### src/rtl/cyc_brk_pkg.sv
package cyc_brk_pkg;

    typedef enum logic [1:0] {
        BRK_NONE    = 2'b00,
        BRK_ON_ZERO = 2'b01,
        BRK_ON_PC   = 2'b10,
        BRK_RSVD    = 2'b11
    } brk_mode_e;

    typedef struct packed {
        logic load;
        logic step;
    } cnt_ctl_t;

    function automatic logic mode_saturates(brk_mode_e m);
        return m == BRK_ON_ZERO;
    endfunction

    function automatic logic mode_matches_pc(brk_mode_e m);
        return m == BRK_ON_PC;
    endfunction

endpackage

### src/rtl/cbc_ctl.sv
module cbc_ctl
    import cyc_brk_pkg::*;
(
    input  logic      clk,
    input  logic      rst,
    input  logic      dbg_active,
    input  logic      cpu_halted,
    input  logic      cnt_en,
    input  logic      wr_en,
    input  logic [1:0] mode,
    output cnt_ctl_t  ctl,
    output brk_mode_e mode_q
);

    always_ff @(posedge clk) begin
        if (rst) mode_q <= BRK_NONE;
        else     mode_q <= brk_mode_e'(mode);
    end

    always_comb begin
        ctl.load = wr_en & dbg_active;
        ctl.step = cnt_en & ~cpu_halted & ~ctl.load;
    end

endmodule

### src/rtl/cbc_counter.sv
module cbc_counter
    import cyc_brk_pkg::*;
#(
    parameter int W = 16
) (
    input  logic         clk,
    input  logic         rst,
    input  cnt_ctl_t     ctl,
    input  brk_mode_e    mode_q,
    input  logic [W-1:0] load_val,
    output logic [W-1:0] cnt,
    output logic         last_tick
);

    localparam logic [W-1:0] ZERO     = '0;
    localparam logic [W-1:0] ONE      = {{(W-1){1'b0}}, 1'b1};
    localparam logic [W-1:0] RST_VAL  = '1;

    logic [W-1:0] cnt_nxt;
    logic         hold_at_zero;

    assign hold_at_zero = mode_saturates(mode_q) && (cnt == ZERO);
    assign last_tick    = ctl.step && (cnt == ONE);

    always_comb begin
        cnt_nxt = cnt;
        if (ctl.load)
            cnt_nxt = load_val;
        else if (ctl.step && !hold_at_zero)
            cnt_nxt = cnt - ONE;
    end

    always_ff @(posedge clk) begin
        if (rst) cnt <= RST_VAL;
        else     cnt <= cnt_nxt;
    end

endmodule

### src/rtl/cbc_brk.sv
module cbc_brk
    import cyc_brk_pkg::*;
#(
    parameter int W = 16
) (
    input  logic         clk,
    input  logic         rst,
    input  brk_mode_e    mode_q,
    input  logic [W-1:0] cnt,
    input  logic [W-1:0] pc,
    input  logic         last_tick,
    output logic         brk_req
);

    logic pc_hit;
    logic pc_hit_q;
    logic zero_hit;

    assign pc_hit   = mode_matches_pc(mode_q) && (cnt == pc);
    assign zero_hit = mode_saturates(mode_q) && last_tick;

    always_ff @(posedge clk) begin
        if (rst) begin
            pc_hit_q <= 1'b0;
            brk_req  <= 1'b0;
        end else begin
            pc_hit_q <= pc_hit;
            brk_req  <= zero_hit | (pc_hit & ~pc_hit_q);
        end
    end

endmodule

### src/rtl/cyc_brk_counter.sv
module cyc_brk_counter
    import cyc_brk_pkg::*;
#(
    parameter int W = 16
) (
    input  logic         clk,
    input  logic         rst,
    input  logic         dbg_active,
    input  logic         cpu_halted,
    input  logic         cnt_en,
    input  logic [1:0]   mode,
    input  logic [W-1:0] pc,
    input  logic         wr_en,
    input  logic [W-1:0] wr_data,
    output logic [W-1:0] rd_data,
    output logic         brk_req
);

    cnt_ctl_t     ctl;
    brk_mode_e    mode_q;
    logic [W-1:0] cnt;
    logic         last_tick;

    cbc_ctl u_ctl (
        .clk        (clk),
        .rst        (rst),
        .dbg_active (dbg_active),
        .cpu_halted (cpu_halted),
        .cnt_en     (cnt_en),
        .wr_en      (wr_en),
        .mode       (mode),
        .ctl        (ctl),
        .mode_q     (mode_q)
    );

    cbc_counter #(.W(W)) u_cnt (
        .clk       (clk),
        .rst       (rst),
        .ctl       (ctl),
        .mode_q    (mode_q),
        .load_val  (wr_data),
        .cnt       (cnt),
        .last_tick (last_tick)
    );

    cbc_brk #(.W(W)) u_brk (
        .clk       (clk),
        .rst       (rst),
        .mode_q    (mode_q),
        .cnt       (cnt),
        .pc        (pc),
        .last_tick (last_tick),
        .brk_req   (brk_req)
    );

    assign rd_data = ~cnt;

endmodule

### config.mk
export PLATFORM = sky130hd
export DESIGN_NAME = cyc_brk_counter
export DESIGN_NICKNAME = d
export VERILOG_FILES = /design/src/rtl/cyc_brk_pkg.sv /design/src/rtl/cbc_ctl.sv /design/src/rtl/cbc_counter.sv /design/src/rtl/cbc_brk.sv /design/src/rtl/cyc_brk_counter.sv
export SDC_FILE = /design/constraint.sdc
export NUM_CORES = 1
export LEC_CHECK = 0
export BUFFER_PORTS_ARGS = -buffer_cell sky130_fd_sc_hd__clkbuf_2
export CORE_MARGIN = 1.5
export CORE_UTILIZATION = 52
export CTS_CLUSTER_SIZE = 10
export DETAILED_ROUTE_END_ITERATION = 10
export PLACE_DENSITY = 0.93
export REMOVE_ABC_BUFFERS = 1
export SYNTH_ARGS = -nofsm -noshare
export SYNTH_HDL_FRONTEND = slang
export SYNTH_SLANG_ARGS = --single-unit
### constraint.sdc
create_clock -name clk -period 3.7 [get_ports clk]
set_clock_uncertainty 0.2 [all_clocks]
set_input_delay 0.185 -clock clk [delete_from_list [all_inputs] [get_ports clk]]
set_output_delay 0.185 -clock clk [all_outputs]
set_load 0.005 [all_outputs]
## After elaboration in Yosys (flattened, before gate mapping)

Index checks and enable logic that the tools add are counted.
Widths: inputs -> output; s select.

- Logic and storage cells: 28
- Output and inout bits: 17
- Flip-flop bits (word level): 20
- Input bits: 40

- Muxes and demuxes: 2
- Eq/ne operators: 4
- Bitwise operators: 9
- Reduce and logical (&&, ||, !) cells: 8
- $add $sub $neg: 1

Operators with widths:

| kind | count |
|---|---|
| $mux 16 | 2 |
| $eq 16x1->1 const B | 1 |
| $eq 16x16->1 | 1 |
| $logic_not 16->1 | 1 |
| $not 16->16 | 1 |
| $sub 16x1->16 const B | 1 |
| $logic_and 1x1->1 | 5 |
| $and 1x1->1 | 4 |
| $not 1->1 | 3 |
| $eq 2x1->1 const B | 1 |
| $eq 2x2->1 const B | 1 |
| $reduce_bool 2->1 | 1 |
| $logic_not 1->1 | 1 |
| $or 1x1->1 | 1 |

## Depth between registers and ports, before layout

Gate-level depths: netlist of the first run.

- Word-level depth: 6
- Mapped depth: 7
- Gate-level depth less buffers: 7

## By module

A second synthesis of the first run with hierarchy kept.

- Cells, all modules: 207
- Area, all modules: 1681.6 µm²

Modules (own cells, without submodules):

| module | cells each | area an instance (µm²) | seq. area each (µm²) | instances |
|---|---|---|---|---|
| cbc_counter | 152 | 1226.2 | 320.3 | 1 |
| cbc_brk | 33 | 321.6 | 40.0 | 1 |
| cbc_ctl | 6 | 73.8 | 40.0 | 1 |
| cyc_brk_counter | 16 | 60.1 | 0.0 | 1 |

## Worst setup path after synthesis of the first run

No wires, ideal clock.

- Path kind: register to register
- From: register u_cnt.cnt[15]
- To: register u_cnt.cnt[1]
- Clock period less this slack: 2.375 ns
- Data arrival time: 2.105 ns
- Setup slack: 1.325 ns
- Buffers on the path: 1
- Library setup time: 0.070 ns
- Cell stages (with the launch flop): 7
- Required time: 3.430 ns
- Cells stage by stage: dfxtp_1 > or4b_4 > or4_4 > buf_6 > o21ai_0 > mux2_2 > a21oi_1

- Cells in the longest elaborated chain, start to end: 5

RTL lines:

| item | RTL line | RTL |
|---|---|---|
| start: declaration | cbc_counter.sv:11 | `output logic [W-1:0] cnt,` |
| start signal: assignment | cbc_counter.sv:35 | `else cnt <= cnt_nxt;` |
| $logic_not 16->1 | cbc_counter.sv:22 | `assign hold_at_zero = mode_saturates(mode_q) && (cnt == ZERO);` |
| $logic_and 1x1->1 | cbc_counter.sv:22 |  |
| $logic_not 1->1 | cbc_counter.sv:29 | `else if (ctl.step && !hold_at_zero)` |
| $logic_and 1x1->1 | cbc_counter.sv:29 |  |
| $reduce_bool 2->1 (no line) | - |  |

No other way between the ends.
A chain may end at the register's enable or synchronous reset.

## Final worst setup path of the first run

- From: register u_cnt.cnt[4]
- To: register u_cnt.cnt[15]

- Cells in the longest elaborated chain, start to end: 5
- Elaborated cells between the ends (all ways): 8
- Those cells by class: add/sub (1); mux (2); reduce/logical (5)

RTL lines:

| item |
|---|
| parallel branches: the longest is 5 deep, another holds $sub 16x1->16 |

Parallel ways; which one is timed is not known. The select of a mux whose other input is x is not followed.

==> impl_metrics.tcl, run 1 <==
set metrics [dict create \
    status "finished clean" \
    ir_drop_v 0.000234 \
    drt_iter0_markers 79 \
    initial_core_util_pct 56.3 \
    multi_input_area_um2 893 \
    grt_pass1_vias 1476 \
    fin_crit_sh_pct 72.5 \
    grt_pass1_wl_um 6640 \
    fill_cells 195 \
    synth_area_um2 1430 \
    crit_fanout 6 \
    ys.flop_type "dfxtp_1" \
    wl_per_cell_um 14.5 \
    die_h_um 55.5 \
    seqCellArea_um2 400 \
    place.gp.congestion 0.839 \
    clk-insertion-delay-late_ps 320 \
    fp.dieArea_um2 3080 \
    antennaDiodeCount 0 \
    final_common_cell "clkbuf_2" \
    yosysWarnings 0 \
    cts_max_level 1 \
    grt-ovfl-total 0 \
    hp-class "input port to flop" \
    ctsResizeCount 0 \
    finalHoldViolCount 0 \
    grt_use_total_pct 26.4 \
    path_delay_family "simple AND/OR/NAND/NOR gates" \
    io_pins 57 \
    synth-edff-count 0 \
    clock.fmax_mhz 373 \
    power_density_nw_per_um2 284 \
    clock-sinks 20 \
    cts_tree "yes" \
    hpwlAfterDp_um 2820 \
    clockRootBuffer "clkbuf_4" \
    die_width_um 55.5 \
    first_pass_iters 5 \
    fin_tns_setup_ps 0 \
    ys_ff_latch 20 \
    max-cap-violations 0 \
    setup_violations 0 \
    cp_common_cell "nor4_1" \
    nets 291 \
    routed_via_density 5.85 \
    ys_seq_area_share_pct 27.9 \
    cts_hold_buf 16 \
    synthArstFlopShare_pct 0 \
    syn2layout_area_growth_pct 31.4 \
    vias 1627 \
    grt_setup_unrepaired "no" \
    path_clk_slew_ps 120 \
    worst_pin_slew_ps 810 \
    ant_nets 0 \
    relSlewSlack_pct 45.5 \
    drv_slew 0 \
    cts_buffers 3 \
    post-route-drc-count 0 \
    port_buffers 56 \
    required_ps 3700 \
    start_kind "flop" \
    arrival_ps 2690 \
    clockBufferDepth 2 \
    crit_path_cell_trace "or4_1 > nor4_1 > o2111ai_1 > nor4_1 > a211oi_1" \
    synthCells 182 \
    yosysUniqueCellTypes 42 \
    postRouteWirelength_um 4040 \
    design.core.area_um2 2540 \
    finalCriticalPeriod_ps 2680 \
    antenna_found_initial 0 \
    final_cell_mix "clkbuf_2, nor3_1, dfxtp_1" \
    drive_above_1_share_pct 27.0 \
    critPathKind "flop to flop" \
    fin_total_pwr_uw 536 \
    end_kind "flop" \
    slowest_stage "nor4_1" \
    row_count 18 \
    grt_max_degree 32 \
    crit_buf_inv 0 \
    cts_setup_buffers 0 \
    power.leakage_nw 0.864 \
    critPathMaxStageDelay_ps 730 \
    synth.avg_cell_area_um2 7.88 \
]
==> flip-flops by register name, summed over array words and instances (netlist names) <==
register and count:
u_cnt.cnt 16, u_ctl.mode_q 2, u_brk.brk_req 1, u_brk.pc_hit_q 1
==> routing by layer <==
metal  GRT usage [%]  wire, um  up-vias
li1                -         -      789
met1            34.8      1760      711
met2            42.9      1790      114
met3            4.68       398       13
met4            9.76        90        0
met5               0         0        -
==> final cells by class <==
class                   instances  area share [%]
multi-input cells             136            47.4
repair buffers                 72            23.4
inverters                      16            3.19
clock buffers                   3            1.20
flip-flops and latches         20            21.2
clock inverters                 1            1.59
well taps                      30            1.99
==> Yosys cell counts (2+ instances only) <==
cell / count / area, um2
a31oi_1: 4 / 25.0
buf_6: 3 / 33.8
o21ai_0: 5 / 25.0
nor3_1: 20 / 100
o2111ai_1: 2 / 17.5
xor2_1: 13 / 114
mux2i_1: 2 / 20.0
clkbuf_1: 3 / 11.3
a211oi_1: 2 / 15.0
inv_1: 16 / 60.1
buf_4: 2 / 15.0
or4_1: 4 / 30.0
or3_1: 6 / 37.5
nor2b_1: 3 / 18.8
nor4_1: 8 / 50.1
o211ai_1: 5 / 37.5
nand4_1: 3 / 18.8
nand3_1: 4 / 20.0
or2_2: 3 / 18.8
dfxtp_1: 20 / 400
a21oi_1: 6 / 30.0
nor4b_1: 3 / 26.3
ha_1: 2 / 25.0
xnor2_1: 7 / 61.3
nor2_1: 14 / 52.6
nand2_1: 6 / 22.5
==> metrics by stage <==
step                setup WS [ps]  hold WS (ps)  area [um2]  util, %  std cells
floorplan                    1380          56.6        1350        -        172
global placement             1270           194        1670     65.7        258
detailed placement           1110           204        1670     65.7        258
CTS                          1100          9.72        1880     74.0        278
global route                  922          22.6        1880     74.0        278
finish                       1020          5.90        1880     74.0        278
==> cell families (layout without fill, tap and decap cells) <==
group | after synthesis | count (layout) | share of synthesized area (%)
buffers and inverters | 26 | 92 | 9.77
and+or+nand+nor | 81 | 81 | 31.9
DFF | 20 | 20 | 27.9
muxes | 3 | 3 | 2.18
xor gates and xnor gates | 20 | 20 | 12.2
AOI/OAI and AO/OA | 30 | 30 | 14.3
adders and majority gates | 2 | 2 | 1.74
==> tightest hold or removal path, stage by stage <==
cell and delay [ps]:
clkbuf_2 70, nor2_1 30, a21oi_1 100, a21o_1 110
==> path summary, 6_finish.rpt <==
kind | start | endpoint | slack (ps) | cells past startpoint
max | u_cnt.cnt[4] | u_cnt.cnt[15] | 1020 | 5
min | wr_data[3] | u_cnt.cnt[3] | 6 | 4
max reg2reg | u_cnt.cnt[4] | u_cnt.cnt[15] | 1020 | 5
min reg2reg | u_brk.pc_hit_q | u_brk.brk_req | 260 | 1
==> report_power, final <==
| group | total [mW] | switching, mW | internal (mW) |
|---|---|---|---|
| registers | 0.242 | 0.0156 | 0.226 |
| clock network | 0.185 | 0.0750 | 0.110 |
| logic | 0.110 | 0.0521 | 0.0576 |
No activity file was read; power rests on OpenSTA's default activity.
==> inputs of run 2 (changes only) <==
--- a/config.mk
+++ b/config.mk
@@ -7,10 +7,10 @@
 export LEC_CHECK = 0
 export BUFFER_PORTS_ARGS = -buffer_cell sky130_fd_sc_hd__clkbuf_2
 export CORE_MARGIN = 1.5
-export CORE_UTILIZATION = 52
+export CORE_UTILIZATION = 44
 export CTS_CLUSTER_SIZE = 10
 export DETAILED_ROUTE_END_ITERATION = 10
-export PLACE_DENSITY = 0.93
+export PLACE_DENSITY = 0.84
 export REMOVE_ABC_BUFFERS = 1
 export SYNTH_ARGS = -nofsm -noshare
 export SYNTH_HDL_FRONTEND = slang
==> constraint.sdc (replaced) <==
create_clock -name clk -period 2.3 [get_ports clk]
set_clock_uncertainty 0.2 [all_clocks]
set_input_delay 0.115 -clock clk [delete_from_list [all_inputs] [get_ports clk]]
set_output_delay 0.115 -clock clk [all_outputs]
set_load 0.005 [all_outputs]
==> run 2 against run 1 <==
Compared with the run above: register-to-register slack got worse by 1000 ps; die area rose by 17%; wire length rose by 17%; critical path type unchanged; the flow now finishes with violations (setup timing); highest routed layer unchanged.
==> impl_metrics.tcl, run 2 (same netlist as run 1, synthesis figures left out) <==
set metrics [dict create \
    status "finished, violations left" \
    violations "setup timing" \
    reg2reg_from "u_cnt.cnt[15]" \
    required_ps 2350 \
    max-cap-violations 0 \
    nets 320 \
    grt_use_total_pct 27.1 \
    port_buffers 56 \
    start_kind "flop" \
    final_cell_mix "clkbuf_2, buf_4, dlygate4sd3_1" \
    routed_via_density 5.35 \
    path_delay_family "simple AND/OR/NAND/NOR gates" \
    hpwlAfterDp_um 3300 \
    worst_pin_slew_ps 575 \
    min_from "rst" \
    grt-ovfl-total 0 \
    io_pins 57 \
    stdcell_count 320 \
    top_register "u_cnt.cnt" \
    initial_core_util_pct 46.6 \
    holdPathStages 2 \
    cts_max_level 1 \
    die_width_um 60.1 \
    dp_cells 293 \
    end_kind "flop" \
    clockRootBuffer "clkbuf_4" \
    drv_slew 0 \
    finalCriticalPeriod_ps 2330 \
    clock-sinks 20 \
    arrival_ps 2390 \
    path_clk_slew_ps 130 \
    vias 1712 \
    design.core.area_um2 3080 \
    die_h_um 60.1 \
    relSlewSlack_pct 61.5 \
    cts_tree "yes" \
    grt_pass1_vias 1648 \
    power_density_nw_per_um2 354 \
    fp.dieArea_um2 3610 \
    fin_total_pwr_uw 772 \
    critPathMaxStageDelay_ps 570 \
    reg.largest.list "u_cnt.cnt x16, u_ctl.mode_q x2" \
    path_depth 5 \
    cts_buffers 3 \
    crit_fanout 9 \
    fin_crit_sh_pct 101 \
    layout_setup_ws_ps -33.5 \
    hp-class "input port to flop" \
    finalHoldViolCount 0 \
    postRouteWirelength_um 4750 \
    wl_per_cell_um 14.8 \
    whs_ps 59.4 \
    critPathKind "flop to flop" \
    post-route-drc-count 0 \
    r2r_setup_slack_ps -30 \
    clockBufferDepth 2 \
    setup_violations 3 \
    place.gp.congestion 0.916 \
    largest_register_ffs 16 \
    worst_r2r_path_depth 5 \
    row_count 20 \
    power.leakage_nw 0.999 \
    grt_pass1_wl_um 7290 \
    clock.fmax_mhz 429 \
    syn2layout_area_growth_pct 52.0 \
    ir_drop_v 0.000318 \
    grt_max_degree 20 \
    clk-insertion-delay-late_ps 300 \
    crit_start "u_cnt.cnt[15]" \
    first_pass_iters 4 \
    crit_path_cell_trace "or4b_4 > or4_4 > o211ai_1 > mux2i_1 > o31a_1" \
    grt_setup_unrepaired "yes" \
    ant_nets 0 \
    drive_above_1_share_pct 37.3 \
    fin_tns_setup_ps -65.5 \
    final_common_cell "clkbuf_2" \
    crit_buf_inv 0 \
    drt_iter0_markers 73 \
    antennaDiodeCount 0 \
    slowest_stage "or4_4" \
    antenna_found_initial 0 \
]
-- run 2: changes by cell type in the layout (fill, tap and decap cells not counted), moves of 2 or more --
cell           change
nor4_1             -3
or4_1              -3
or4_4              +3
buf_4             +24
dlygate4sd3_1      +5
nor4_2             +2
-- run 2: area by class of cell --
type | count | area [um2]
fillers | 257 | 898
multi-input cells | 136 | 970
inverters | 16 | 60.1
flip-flops and latches | 20 | 402
clock buffers | 3 | 22.5
well taps | 44 | 55.1
repair buffers | 101 | 671
-- run 2: power breakdown --
group / internal, mW / switching, mW / total [mW]
Clock: 0.0610 / 0.114 / 0.175
Combinational: 0.111 / 0.101 / 0.212
Sequential: 0.364 / 0.0204 / 0.384
Total: 0.536 / 0.235 / 0.772
-- run 2: worst paths after layout --
check | to
hold / removal | u_ctl.mode_q[1]
hold reg to reg | u_brk.brk_req
setup reg to reg | u_cnt.cnt[5]
setup / recovery | u_cnt.cnt[5]
-- run 2: through the flow --
step           utilization [%]  worst slack (ps)  cell area, um2
4_1_cts                   67.7             -17.7            2080
5_1_grt                   70.8              -147            2180
3_5_place_dp              60.0             -40.5            1850
2_1_floorplan                -             -16.1            1350
6_report                  70.8             -33.5            2180
3_3_place_gp              60.0             -13.4            1850
-- run 2: repair_timing --
item                                    in CTS  in global routing
endpoints found under the setup margin       3                 12
hold endpoints to repair                    20                  0
gates resized for setup                      2                 14
pin swaps                                    0                 11
setup buffers                                0                  4
hold buffers                                21                  0
-- run 2: routing by layer --
metal,up-vias,part of all wire (%),track usage [%]
li1,844,-,-
met1,780,42,34.7
met2,78,49,45.8
met3,10,6.8,4.33
met4,0,1.9,9.21
met5,-,0,0
==> inputs of run 3 (changes only) <==
==> constraint.sdc (replaced) <==
create_clock -name clk -period 2.3 [get_ports clk]
set_clock_uncertainty 0.2 [all_clocks]
set_input_delay 0.46 -clock clk [delete_from_list [all_inputs] [get_ports clk]]
set_output_delay 0.46 -clock clk [all_outputs]
set_load 0.005 [all_outputs]
==> run 3 against run 2 <==
Compared with the run above: the flow still finishes with violations (setup timing); utilization fell by 7.4 points; die area stayed put; clock power shrank 9%; sequential share of layout area is 2.2 points higher.
==> impl_metrics.tcl, run 3 (same netlist as run 1, synthesis figures left out) <==
set metrics [dict create \
    path_delay_family "simple AND/OR/NAND/NOR gates" \
    met3_length_um 320 \
    fill_cells 289 \
    status "finished, violations left" \
    slowest_stage "or4_4" \
    clock-sinks 20 \
    first_pass_iters 4 \
    fp.dieArea_um2 3610 \
    crit_fanout 8 \
    cts_buffers 3 \
    cts_tree "yes" \
    clockRootBuffer "clkbuf_4" \
    cp_common_cell "or4_4" \
    reg2reg_from "u_cnt.cnt[8]" \
    postRouteWirelength_um 4180 \
    antenna_found_initial 0 \
    row_count 20 \
    die_width_um 60.1 \
    setup_violations 3 \
    drt_iter0_markers 57 \
    routed_via_density 5.44 \
    post-route-drc-count 0 \
    grt_setup_unrepaired "yes" \
    clockBufferDepth 2 \
    final_core_util_pct 63.5 \
    hp-class "input port to flop" \
    end_kind "flop" \
    dpl_cell_area_um2 1880 \
    min_from "mode[0]" \
    fin_tns_setup_ps -43.6 \
    final_area_um2 1950 \
    power.leakage_nw 0.924 \
    grt_use_total_pct 23.1 \
    initial_core_util_pct 46.6 \
    cts_hold_buf 0 \
    final_cell_mix "clkbuf_2, buf_4, nor3_1" \
    io_pins 57 \
    required_ps 2290 \
    relSlewSlack_pct 73.0 \
    hpwlAfterDp_um 3270 \
    place.gp.congestion 0.910 \
    crit_buf_inv 0 \
    max-cap-violations 0 \
    start_kind "flop" \
    grt_max_degree 31 \
    cts_max_level 1 \
    fin_total_pwr_uw 735 \
    wl_per_cell_um 13.8 \
    ir_drop_v 0.000362 \
    vias 1642 \
    ant_nets 0 \
    antennaDiodeCount 0 \
    violations "setup timing" \
    grt_pass1_vias 1393 \
    top_register "u_cnt.cnt" \
    drv_slew 0 \
    clock.fmax_mhz 431 \
    power_density_nw_per_um2 376 \
    crit_start "u_cnt.cnt[8]" \
    critPathMaxStageDelay_ps 570 \
    worst_pin_slew_ps 400 \
    path_clk_slew_ps 110 \
    layout_setup_ws_ps -20.7 \
    syn2layout_area_growth_pct 36.2 \
    port_buffers 56 \
    critPathKind "flop to flop" \
    grt-ovfl-total 0 \
    finalHoldViolCount 0 \
    nets 302 \
    wl_met2_um 1920 \
    crit_path_cell_trace "or4_4 > or4_4 > o2111ai_2 > xnor2_1 > a211o_1" \
    grt_pass1_wl_um 6330 \
    drive_above_1_share_pct 39.5 \
    finalCriticalPeriod_ps 2320 \
    clk-insertion-delay-late_ps 290 \
    largest_register_ffs 16 \
    design.core.area_um2 3080 \
    final_common_cell "clkbuf_2" \
    met1_length_um 1880 \
    die_h_um 60.1 \
    top_layer_used "met4" \
    reg.largest.list "u_cnt.cnt x16, u_ctl.mode_q x2" \
    arrival_ps 2310 \
    fin_crit_sh_pct 101 \
]
## run 3: worst paths after layout
kind	end	slack (ps)	cells past startpoint
hold reg to reg	u_brk.brk_req	240	1
hold / removal	u_ctl.mode_q[0]	180	2
setup / recovery	u_cnt.cnt[6]	-20	5
setup reg to reg	u_cnt.cnt[6]	-20	5
## run 3: layout make-up
cell class              count  area, um2  area share [%]
multi-input cells         136        926            47.4
repair buffers             83        487            24.9
flip-flops and latches     20        403            20.6
inverters                  16       60.1            3.07
well taps                  44       55.1            2.82
clock buffers               3       22.5            1.15
## run 3: repair_timing
item / 4_1_cts / 5_1_grt
cloned: 0 / 0
gates resized for setup: 1 / 11
endpoints found under the setup margin: 3 / 11
setup buffers: 1 / 0
pin swaps: 0 / 10
## run 3: routing by layer
metal	global-route usage [%]	vias to the layer above
met4	4.13	0
met1	32.3	755
met2	36.8	70
met5	0	-
li1	-	810
met3	4.98	7
## run 3: where the power goes
part	switching, mW	internal [mW]	total (mW)
clock network	0.0991	0.0610	0.160
logic	0.0963	0.0960	0.192
registers	0.0185	0.364	0.382
## run 3: metrics by stage
step,hold slack [ps],std cells,setup WS [ps]
after floorplan,196,172,-16.1
after global placement,220,298,-12.9
after detailed placement,231,298,-36.0
after CTS,172,302,-13.6
after global routing,169,302,-98.7
final,175,302,-20.7
